`config.mk`:
```
export PLATFORM = sky130hd
export DESIGN_NAME = oncyc_pwm
export DESIGN_NICKNAME = d
export VERILOG_FILES = /design/src/rtl/oncyc_pwm_pkg.sv /design/src/rtl/oncyc_pwm_ctrl.sv /design/src/rtl/oncyc_pwm_dp.sv /design/src/rtl/oncyc_pwm.sv
export SDC_FILE = /design/constraint.sdc
export NUM_CORES = 1
export LEC_CHECK = 0
export ABC_CLOCK_PERIOD_IN_PS = 5400
export BUFFER_PORTS_ARGS = -buffer_cell sky130_fd_sc_hd__buf_4
export CORE_MARGIN = 3
export CORE_UTILIZATION = 55
export DETAILED_ROUTE_END_ITERATION = 10
export PLACE_DENSITY = 0.84
export SETUP_SLACK_MARGIN = 0.3
export SYNTH_ARGS = -nofsm -noshare
export SYNTH_HDL_FRONTEND = slang
export SYNTH_SLANG_ARGS = --single-unit
```
`constraint.sdc`:
```
create_clock -name clk -period 5.4 [get_ports clk]
set_input_delay 0 -clock clk [delete_from_list [all_inputs] [get_ports clk]]
set_output_delay 0 -clock clk [all_outputs]
set_load 0.02 [all_outputs]
```
`src/rtl/oncyc_pwm_pkg.sv`:
```
package oncyc_pwm_pkg;
  // Register offsets (bytes)
  localparam int unsigned OFS_CTRL = 'h00;
  localparam int unsigned OFS_LOW  = 'h18;
  localparam int unsigned OFS_HIGH = 'h1C;

  // Control register bit positions
  localparam int unsigned BIT_CORE_EN = 0;
  localparam int unsigned BIT_UPDATE  = 5;
  localparam int unsigned BIT_OUT_EN  = 14;

  // Strobes from the register file to the phase datapath
  typedef struct packed {
    logic load;   // copy staged counts to active, restart phase
    logic run;    // core enabled: phase counter advances
    logic drive;  // both enables: pin may go high
  } pwmStrobes_t;
endpackage

```
`src/rtl/oncyc_pwm_ctrl.sv`:
```
module oncyc_pwm_ctrl
  import oncyc_pwm_pkg::*;
#(
  parameter int unsigned ADDR_W = 8,
  parameter int unsigned DATA_W = 32
) (
  input  logic              clk,
  input  logic              rst_n,
  input  logic              busWrEn,
  input  logic              busRdEn,
  input  logic [ADDR_W-1:0] busAddr,
  input  logic [DATA_W-1:0] busWrData,
  output logic [DATA_W-1:0] busRdData,
  output logic [DATA_W-1:0] stageHigh,
  output logic [DATA_W-1:0] stageLow,
  output pwmStrobes_t       strobes
);
  logic coreEn, outEn, updPend;
  logic selCtrl, selLow, selHigh, selNone;
  logic [DATA_W-1:0] rdMux;

  assign selCtrl = (busAddr == ADDR_W'(OFS_CTRL));
  assign selLow  = (busAddr == ADDR_W'(OFS_LOW));
  assign selHigh = (busAddr == ADDR_W'(OFS_HIGH));
  assign selNone = !(selCtrl || selLow || selHigh);

  always_ff @(posedge clk) begin
    if (!rst_n) begin
      coreEn    <= 1'b0;
      outEn     <= 1'b0;
      updPend   <= 1'b0;
      stageHigh <= '0;
      stageLow  <= '0;
    end else begin
      updPend <= busWrEn && selCtrl && busWrData[BIT_UPDATE];
      if (busWrEn && selCtrl) begin
        coreEn <= busWrData[BIT_CORE_EN];
        outEn  <= busWrData[BIT_OUT_EN];
      end
      if (busWrEn && selLow)  stageLow  <= busWrData;
      if (busWrEn && selHigh) stageHigh <= busWrData;
    end
  end

  always_comb begin
    rdMux = '0;
    if (selCtrl) begin
      rdMux[BIT_CORE_EN] = coreEn;
      rdMux[BIT_OUT_EN]  = outEn;
    end else if (selLow) begin
      rdMux = stageLow;
    end else if (selHigh) begin
      rdMux = stageHigh;
    end
  end

  always_ff @(posedge clk) begin
    if (!rst_n)       busRdData <= '0;
    else if (busRdEn) busRdData <= rdMux;
  end

  assign strobes.load  = updPend;
  assign strobes.run   = coreEn;
  assign strobes.drive = coreEn && outEn;

  // Update request lasts one cycle unless software writes it again
  assert_update_selfclear_R1: assert property (@(posedge clk) disable iff (!rst_n)
    (updPend && !(busWrEn && selCtrl && busWrData[BIT_UPDATE])) |=> !updPend);

  // Unmapped reads return zero
  assert_unmapped_read_zero_R8: assert property (@(posedge clk) disable iff (!rst_n)
    (busRdEn && selNone) |=> (busRdData == '0));

  // Read data holds without a read strobe
  assert_rddata_hold_R10: assert property (@(posedge clk) disable iff (!rst_n)
    (!busRdEn && !$past(!rst_n)) |=> $stable(busRdData));

  // Staged counts ignore writes to other offsets
  assert_stage_hold_R2: assert property (@(posedge clk) disable iff (!rst_n)
    (!busWrEn) |=> ($stable(stageHigh) && $stable(stageLow)));
endmodule

```
`src/rtl/oncyc_pwm_dp.sv`:
```
module oncyc_pwm_dp
  import oncyc_pwm_pkg::*;
#(
  parameter int unsigned DATA_W = 32
) (
  input  logic              clk,
  input  logic              rst_n,
  input  pwmStrobes_t       strobes,
  input  logic [DATA_W-1:0] stageHigh,
  input  logic [DATA_W-1:0] stageLow,
  output logic              pwmOut
);
  localparam int unsigned CNT_W = DATA_W + 1;

  logic [DATA_W-1:0] actHigh, actLow;
  logic [CNT_W-1:0]  phaseCnt, periodLen;
  logic              lastCycle;

  assign periodLen = {1'b0, actHigh} + {1'b0, actLow};
  assign lastCycle = (periodLen == '0) || (phaseCnt >= periodLen - CNT_W'(1));

  always_ff @(posedge clk) begin
    if (!rst_n) begin
      actHigh <= '0;
      actLow  <= '0;
    end else if (strobes.load) begin
      actHigh <= stageHigh;
      actLow  <= stageLow;
    end
  end

  always_ff @(posedge clk) begin
    if (!rst_n)                          phaseCnt <= '0;
    else if (!strobes.run)               phaseCnt <= '0;
    else if (strobes.load || lastCycle)  phaseCnt <= '0;
    else                                 phaseCnt <= phaseCnt + CNT_W'(1);
  end

  assign pwmOut = strobes.drive && (phaseCnt < {1'b0, actHigh});

  // Counter parked while the core is off
  assert_cnt_parked_R7: assert property (@(posedge clk) disable iff (!rst_n)
    !strobes.run |=> (phaseCnt == '0));

  // Update loads staged counts and restarts the phase
  assert_load_restart_R3: assert property (@(posedge clk) disable iff (!rst_n)
    strobes.load |=> (phaseCnt == '0 && actHigh == $past(stageHigh) && actLow == $past(stageLow)));

  // Phase stays inside the period
  assert_cnt_in_period_R4: assert property (@(posedge clk) disable iff (!rst_n)
    (phaseCnt == '0) || (phaseCnt < periodLen));

  // Active counts change only on a load
  assert_active_stable_R3: assert property (@(posedge clk) disable iff (!rst_n)
    !strobes.load |=> ($stable(actHigh) && $stable(actLow)));
endmodule

```
`src/rtl/oncyc_pwm.sv`:
```
module oncyc_pwm
  import oncyc_pwm_pkg::*;
#(
  parameter int unsigned ADDR_W = 8,
  parameter int unsigned DATA_W = 32
) (
  input  logic              clk,
  input  logic              rst_n,
  input  logic              busWrEn,
  input  logic              busRdEn,
  input  logic [ADDR_W-1:0] busAddr,
  input  logic [DATA_W-1:0] busWrData,
  output logic [DATA_W-1:0] busRdData,
  output logic              pwmOut
);
  pwmStrobes_t       strobes;
  logic [DATA_W-1:0] stageHigh, stageLow;

  oncyc_pwm_ctrl #(.ADDR_W(ADDR_W), .DATA_W(DATA_W)) uCtrl (
    .clk(clk), .rst_n(rst_n),
    .busWrEn(busWrEn), .busRdEn(busRdEn), .busAddr(busAddr),
    .busWrData(busWrData), .busRdData(busRdData),
    .stageHigh(stageHigh), .stageLow(stageLow), .strobes(strobes)
  );

  oncyc_pwm_dp #(.DATA_W(DATA_W)) uDp (
    .clk(clk), .rst_n(rst_n), .strobes(strobes),
    .stageHigh(stageHigh), .stageLow(stageLow), .pwmOut(pwmOut)
  );

  // Pin quiet whenever the core enable is off
  assert_pin_low_disabled_R5: assert property (@(posedge clk) disable iff (!rst_n)
    !strobes.run |-> !pwmOut);
endmodule

```
==> flow_metrics.env <==
export IMPL_grt_max_degree=87
export IMPL_root_buffer="clkbuf_16"
export IMPL_grt_pass1_wl_um=51300
export IMPL_antenna_found_initial=0
export IMPL_worstReg2RegEnd="uDp.phaseCnt[28]"
export IMPL_ir_worst_vdd_v=0.000216
export IMPL_fmax_mhz=200
export IMPL_synth_cell_types=71
export IMPL_final_cell_mix="nand2_1 (198), dfxtp_1 (193), ha_1 (97)"
export IMPL_cp_data_required_time_ns=5.76
export IMPL_status="finished, final reports clean"
export IMPL_power_leakage_uw=0.00554
export IMPL_crit_path_max_fanout=16
export IMPL_io_buffers=76
export IMPL_critPathMaxStageDelay_ns=0.45
export IMPL_dp_hpwl_um=21500
export IMPL_maxCapViolCount=0
export IMPL_die_y_um=155
export IMPL_drive_gt1_share_pct=14.0
export IMPL_ys_ff_latch=196
export IMPL_avgSynthCellArea_um2=8.59
export IMPL_critPathSlowestCell="a2111oi_2"
export IMPL_r2r_cells=21
export IMPL_chipWidth_um=155
export IMPL_rsz0062_at_grt="false"
export IMPL_cp_start_kind="flop"
export IMPL_syn_nets=1561
export IMPL_syn_inst=1418
export IMPL_crit_buf_inv=2
export IMPL_synth_area_um2=12200
export IMPL_fillers=1564
export IMPL_r2r_setup_slack_ns=0.41
export IMPL_ant_nets=0
export IMPL_clock_sinks=196
export IMPL_synth_compound_area_share_pct=18.0
export IMPL_synthAdderAreaFrac_pct=10.2
export IMPL_cts_htree_levels=4
export IMPL_tns_ns=0
export IMPL_path_class="flop to flop"
export IMPL_design_die_area_um2=24000
export IMPL_synth_edf_count=0
export IMPL_track_usage_pct=25.8
export IMPL_power_density_nw_per_um2=204
export IMPL_grt_overflow=0
export IMPL_placed_cell_area_um2=12900
export IMPL_synth_simple_gate_area_share_pct=21.1
export IMPL_ys_seq_area_share_pct=32.2
export IMPL_cp_end_kind="flop"
export IMPL_n_antenna_cell=0
export IMPL_skew_ns=0.0131
export IMPL_hold_depth=3
export IMPL_dr_total_vias=10565
export IMPL_cts_inserted_buffers=17
export IMPL_final_common_cell="nand2_1"
export IMPL_whs_endpoint="uCtrl.busRdData[4]"
export IMPL_worst_slew_pin_slew_ns=1.06
export IMPL_core_um2=21400
export IMPL_ioPinCount=77
export IMPL_clkTransAtPathRegs_ns=0.09
export IMPL_ys_async_sr_fraction_pct=0
export IMPL_clk_insertion_delay_late_ns=0.45
export IMPL_ys_warn_count=0
export IMPL_cp_cell_sequence="ha_4 > inv_1 > fa_1 > nor2b_2 > o31ai_1 > a2111oi_2 > o31a_1 > a2bb2o_2 > nor4b_4 > nand4_4 > nor3_1 > xnor2_1 > ha_1 > a21oi_1 > nor2b_1 > o21ai_0 > nand2_1 > a211oi_2 > o21ai_4 > clkbuf_16 > a211oi_1"
export IMPL_arrival_ns=5.35
export IMPL_via_per_inst=5.97
export IMPL_place_gp_congestion=0.928
export IMPL_syn_to_final_growth_pct=15.7
export IMPL_finalNetCount=1626
export IMPL_synth_xor_area_share_pct=5.95
export IMPL_min_period_ns=4.99
export IMPL_routed_wl_um=31500
export IMPL_first_pass_iters=5
export IMPL_reg2reg_from="uDp.actLow[0]"
export IMPL_crit_family="compound AO/OA/AOI/OAI gates"
export IMPL_wl_per_cell_um=17.8
export IMPL_worstHoldStart="busRdEn"
export IMPL_drt_iter0_markers=649
export IMPL_slew_violations=0
export IMPL_setup_viol=0
export IMPL_relSlewSlack_pct=29.5
export IMPL_drc_errors=0
export IMPL_rows=53
export IMPL_cts_tree="done"
export IMPL_period_share_pct=92.4
export IMPL_first_global_vias=10428
export IMPL_synthFlopType="dfxtp_1"
export IMPL_final_area_um2=14100
export IMPL_worst_hold_path_type="primary input to flop"
export IMPL_finalHoldViolations=0
export IMPL_crit_path_start="uDp.actLow[0]"
export IMPL_cts_path_max_buffers=2
export IMPL_synth_area_mux_share_pct=8.63
export IMPL_start_util_pct=56.9
export IMPL_synth_top_family_by_area="simple AND/OR/NAND/NOR gates"
[cell type report]
type                       instances  area, um2  share of cell area [%]
clock inverter                    14        183                    1.30
inverter                          45        169                    1.20
clock buffer                      18        439                    3.11
sequential                       196       3930                    27.9
timing repair buffer             124       1050                    7.44
tap                              275        344                    2.44
multi-input combinational       1099       7990                    56.6
[power by group]
group | leakage [uW] | switching, uW | internal, uW
sequential | 0.00158 | 1.04 | 1440
combinational | 0.00366 | 44.1 | 61.3
clock | 0.000299 | 672 | 646
[flip-flops by register name, summed over array words and instances, names as in the netlist]
name             flops
uCtrl.updPend        1
uCtrl.stageLow      32
uCtrl.stageHigh     32
uDp.phaseCnt        33
uDp.actLow          32
uCtrl.coreEn         1
uCtrl.busRdData     32
uDp.actHigh         32
uCtrl.outEn          1
[what timing repair did]
action | CTS | global route
buffers inserted | 2 | 2
pin swaps | 2 | 9
hold endpoints to repair | 72 | 0
gates resized for setup | 4 | 35
endpoints found under the setup margin | 33 | 33
gates cloned | 0 | 1
hold buffers | 35 | 0
[through the flow]
stage                     utilization, %  setup slack, ns  hold slack [ns]  power [uW]  cells
after floorplan                        -            0.507            0.114        1530   1418
after global placement              60.1            0.390            0.271        1560   1699
after detailed placement            60.1            0.140            0.272        1560   1699
after CTS                           64.8            0.358           0.0566        2890   1768
after global routing                65.8            0.228            0.108        2940   1771
final                               65.8            0.408           0.0680        2870   1771
[layer usage]
metal,wire [um],track usage (%),vias up
met5,0,0,-
met4,794,9.04,0
met3,1830,4.53,64
met2,14600,42.1,342
met1,14200,34.4,5031
li1,-,-,5128
[worst min-delay path, cell delays in order]
cell and delay (ns):
buf_4 0.28, nand3_1 0.12, a21boi_0 0.07
[Yosys cell counts, drive strengths merged, types with 38 or more instances]
master / number / area, um2
xor2: 45 / 409
nand2: 198 / 743
dfxtp: 196 / 3920
ha: 98 / 1230
nand3: 54 / 270
a21boi: 96 / 721
nor2: 48 / 183
a211oi: 38 / 290
mux2i: 69 / 691
clkbuf: 70 / 263
a21oi: 52 / 264
nor2b: 74 / 463
inv: 45 / 169
[worst max path at each step]
stage	end	slack, ns	cells past startpoint
2_1_floorplan	uDp.phaseCnt[10]	0.51	19
4_1_cts	uDp.phaseCnt[16]	0.36	21
6_report	uDp.phaseCnt[28]	0.41	21
3_5_place_dp	uDp.phaseCnt[16]	0.14	21
3_3_place_gp	uDp.phaseCnt[13]	0.39	21
5_1_grt	uDp.phaseCnt[15]	0.23	20
[logic make-up after synthesis]
logic type               after synthesis
multiplexers                         101
adder cells (fa/ha/maj)               99
XOR/XNOR                              81
flip-flops                           196
buffers and inverters                123
AND/OR/NAND/NOR                      511
AO/OA/AOI/OAI                        307
No activity file was read; power rests on OpenSTA's default activity.
